--- config.mk ---
export PLATFORM = sky130hd
export DESIGN_NAME = bus_vis_ctrl
export DESIGN_NICKNAME = d
export VERILOG_FILES = /design/src/rtl/bus_vis_ctrl.sv
export SDC_FILE = /design/constraint.sdc
export NUM_CORES = 1
export LEC_CHECK = 0
export CAP_MARGIN = 30
export CORE_AREA = 2 2 39 41
export DETAILED_ROUTE_END_ITERATION = 6
export DIE_AREA = 0 0 41 43
export GPL_TIMING_DRIVEN = 0
export SLEW_MARGIN = 20
export SYNTH_ARGS = -nofsm -noshare
export SYNTH_HDL_FRONTEND = slang
export SYNTH_SLANG_ARGS = --single-unit
--- constraint.sdc ---
create_clock -name clk -period 2.5 [get_ports clk]
set_clock_uncertainty 0.2 [all_clocks]
set_input_delay 0.625 -clock clk [delete_from_list [all_inputs] [get_ports clk]]
set_output_delay 0.625 -clock clk [all_outputs]
set_load 0.01 [all_outputs]
--- src/rtl/bus_vis_ctrl.sv ---
module bus_vis_ctrl #(
  parameter int DW = 8
) (
  input  logic          clk,
  input  logic          rst_n,
  input  logic [1:0]    mode_i,
  input  logic          cfg_wr_i,
  input  logic          cfg_wdata_i,
  input  logic          rd_int_i,
  input  logic [DW-1:0] rd_data_i,
  input  logic          eclk_i,
  output logic          epin_o,
  output logic          dbus_oe_o,
  output logic [DW-1:0] dbus_o,
  output logic          wr_drop_o
);

  localparam logic [1:0] MODE_TEST = 2'b11;

  logic [1:0] mode_q;
  logic       ctl_q;
  logic       used_q;
  logic       bus_mode;

  always_ff @(posedge clk) begin
    if (!rst_n) begin
      mode_q    <= mode_i;
      ctl_q     <= (mode_i == MODE_TEST);
      used_q    <= 1'b0;
      wr_drop_o <= 1'b0;
    end else begin
      wr_drop_o <= cfg_wr_i & used_q;
      if (cfg_wr_i && !used_q) begin
        ctl_q  <= cfg_wdata_i;
        used_q <= 1'b1;
      end
    end
  end

  assign bus_mode  = mode_q[0];
  assign epin_o    = eclk_i & (bus_mode | ~ctl_q);
  assign dbus_oe_o = bus_mode & ctl_q & rd_int_i;
  assign dbus_o    = dbus_oe_o ? rd_data_i : '0;

  p_mode_hold_r1: assert property (@(posedge clk) disable iff (!rst_n)
    1'b1 |=> $stable(mode_q));

  p_reset_value_r2: assert property (@(posedge clk) disable iff (!rst_n)
    (!used_q && !$past(cfg_wr_i)) |-> (ctl_q == (mode_q == MODE_TEST)));

  p_write_once_r3: assert property (@(posedge clk) disable iff (!rst_n)
    used_q |=> $stable(ctl_q));

  p_drop_after_write_r4: assert property (@(posedge clk) disable iff (!rst_n)
    wr_drop_o |-> $past(cfg_wr_i));

  p_oe_on_read_r5: assert property (@(posedge clk) disable iff (!rst_n)
    dbus_oe_o |-> (rd_int_i && dbus_o == rd_data_i));

  p_epin_gated_r6: assert property (@(posedge clk) disable iff (!rst_n)
    (!bus_mode && ctl_q) |-> !epin_o);

  p_epin_free_r7: assert property (@(posedge clk) disable iff (!rst_n)
    bus_mode |-> (epin_o == eclk_i));

  p_no_oe_gating_r8: assert property (@(posedge clk) disable iff (!rst_n)
    !bus_mode |-> !dbus_oe_o);

endmodule

==> impl_results.md <==
* WS Path Type: input pin to primary output
* Crit path max fanout at 5
* HP Class: flip-flop to flip-flop
* ANT nets after route at 0
* CTS Buf Count at 3
* Share of cells above drive strength 1 at 39.29%
* Max stage delay on crit path at 0.46 ns
* CTS tree: done
* Combinational power share at 24.5%
* DRC at 0
* CP startpoint kind: input pin
* Commonest non-fill, non-tap cell in the layout: clkdlybuf4s50_1
* Clock tree sinks at 4
* Setup TNS Final at 0 ns
* Sequential share of power at 35.0%
* Grt ovf at 0
* DR WL/cell at 9.042 um
* Final setup fails at 0
* Worst-path cell chain: clkdlybuf4s50_1, and3_4, buf_6, and2_4, buf_2
* Fmax at 408.6 MHz
* DP HPWL at 485.4 um
* I/O Pins at 27
* Internal power at 0.1721 mW
* Critical Path AT at 1.62 ns
* Die area at 0.001763 mm2
* Slew Limit Headroom at 87.96%
* Clk_lat worst skew at 0.23 ns
* Routed vias/inst at 3.944
* Via count at 284
* Switching Fraction at 21.26%
* Final Cycle Share at 97.89%
* Synth Register Bits at 4
* First drt pass iteration count at 2
* Dominant cell type by area after synthesis: and2_4
* Post-synthesis area per instance at 9.509 um2
* DIE HEIGHT at 43 um
* Share of the synthesized area in the top cell type at 29.47%
* Post-Synthesis Cells at 25
* Clock share of power at 40.5%
* Post-Syn Nets at 41
* Final wirelength at 651 um
* Status: finished clean
* Die X at 41 um
* Ys Warns at 0
* Vias in the first global route at 258
* Max-slew violations at 0
* Fin crit period at 2.447 ns
* Final core occ at 38.16%
* Num rows at 14
* Maxcap violations at 0
* Setup bufs post-CTS at 0
* Pwr per Cell Area at 413.9 mW/mm2
* DRT iter0 DRCs at 2
* Most frequent cells in the layout: clkdlybuf4s50_1, and2_4, buf_2
* Final-report hold violation count at 0
* Synthesized area at 237.7 um2
* CTS Hold Buffers Added at 0
* H-tree levels at 1
* Area of the core at 0.001384 mm2
* CP required at 1.67 ns
* Leak at 0.2551 nW
* Starting Density at 17.18%
* Initial antenna violation count at 0
* Global-route wire length before repair at 903 um
* Cell variety after synth at 10
* Clock transition at the registers of the reported paths at 0.04 ns
* Worst vdd ir at 0.0002189 V
* Clock Tree Root: clkbuf_4
* Largest net degree at the start of global routing at 6
* Clock buffer depth at 2
* Endpoint type of the worst setup path: primary output
* Final hold slack at 0.2879 ns
* Antenna diode count at 0
* Register area share after synthesis at 42.11%
* I/O Buffers at 26
* Synth-to-layout area growth at 122.1%
* Worst-Margin Slew at 0.1788 ns
* RSZ-0062 raised after global routing: false
* All-Layer GR Usage at 7.654%
* Dominant cells by area after synthesis: and2_4, edfxtp_1, dfxtp_1
* Critical path's slowest cell: clkdlybuf4s50_1
* Final nets at 73
* Psw at 0.04645 mW
* GPL Wtd Cong at 0.6543
[cells by family (layout without fill, tap and decap cells)]
kind of cell           after synthesis  in the layout  share of synthesized area (%)
AND/OR/NAND/NOR                     14             14                          41.06
flip-flops                           4              4                          42.11
buffers and inverters                4             35                          9.473
AO/OA/AOI/OAI                        3              3                          7.370
[cell usage after synthesis]
cell type	number
and2_4	8
inv_1	3
and3_1	2
dfxtp_1	2
edfxtp_1	2
nand2_1	2
nor2_1	2
o21ai_0	2
a21boi_0	1
buf_6	1
[critical path: cells and delay by family]
family,cells,cell delay (ns)
and+or+nand+nor,2,0.31
buffers and inverters,3,0.69
[path summary, 6_finish.rpt]
kind | depth (start not counted) | slack (ns) | from | to
max reg2reg | 1 | 1.50 | used_q | ctl_q
min reg2reg | 2 | 0.29 | used_q | used_q
max | 5 | 0.05 | rd_int_i | dbus_o[0]
min | 2 | 0.29 | used_q | used_q
[power groups by stage]
stage / sequential, mW / clock [mW] / combinational, mW
6_report: 0.0764 / 0.0885 / 0.0536
3_5_place_dp: 0.0773 / 0 / 0.0555
4_1_cts: 0.0766 / 0.0940 / 0.0533
5_1_grt: 0.0769 / 0.0968 / 0.0590
2_1_floorplan: 0.0770 / 0 / 0.0173
3_3_place_gp: 0.0771 / 0 / 0.0547
[metal layers]
metal | share of wire, % | vias up | global-route usage, %
met4 | 0 | 0 | 6.000
met2 | 45 | 27 | 13.75
met3 | 27 | 0 | 3.665
met5 | 0 | - | 0
met1 | 28 | 118 | 5.195
li1 | - | 139 | -
[sequential cells by signal (all words and copies together), names as in the netlist]
register / cells
used_q: 1
wr_drop_o: 1
ctl_q: 1
mode_q: 1
[area by class of cell]
class	instances	area, um2
fillers	152	855.8
clock buffers	4	26.28
repair buffers	27	239.0
well taps	16	20.02
inverters	3	11.26
multi-input cells	17	120.1
plain buffers	1	11.26
flip-flops and latches	4	100.1
[through the flow]
step	cells	setup WS [ns]	cell area, um2	total power [mW]
2_1_floorplan	25	0.5935	237.7	0.09434
3_3_place_gp	67	-0.3406	518.0	0.1318
3_5_place_dp	67	-0.3489	518.0	0.1328
4_1_cts	72	0.04067	518.0	0.2238
5_1_grt	72	0.002543	528.0	0.2328
6_report	72	0.05287	528.0	0.2185
[repair_timing]
item,CTS,global route
pin swaps,1,0
endpoints found under the setup margin,10,3
cloned,1,0
gates resized for setup,36,3
Note: power is estimated with default switching activity, not from simulation.
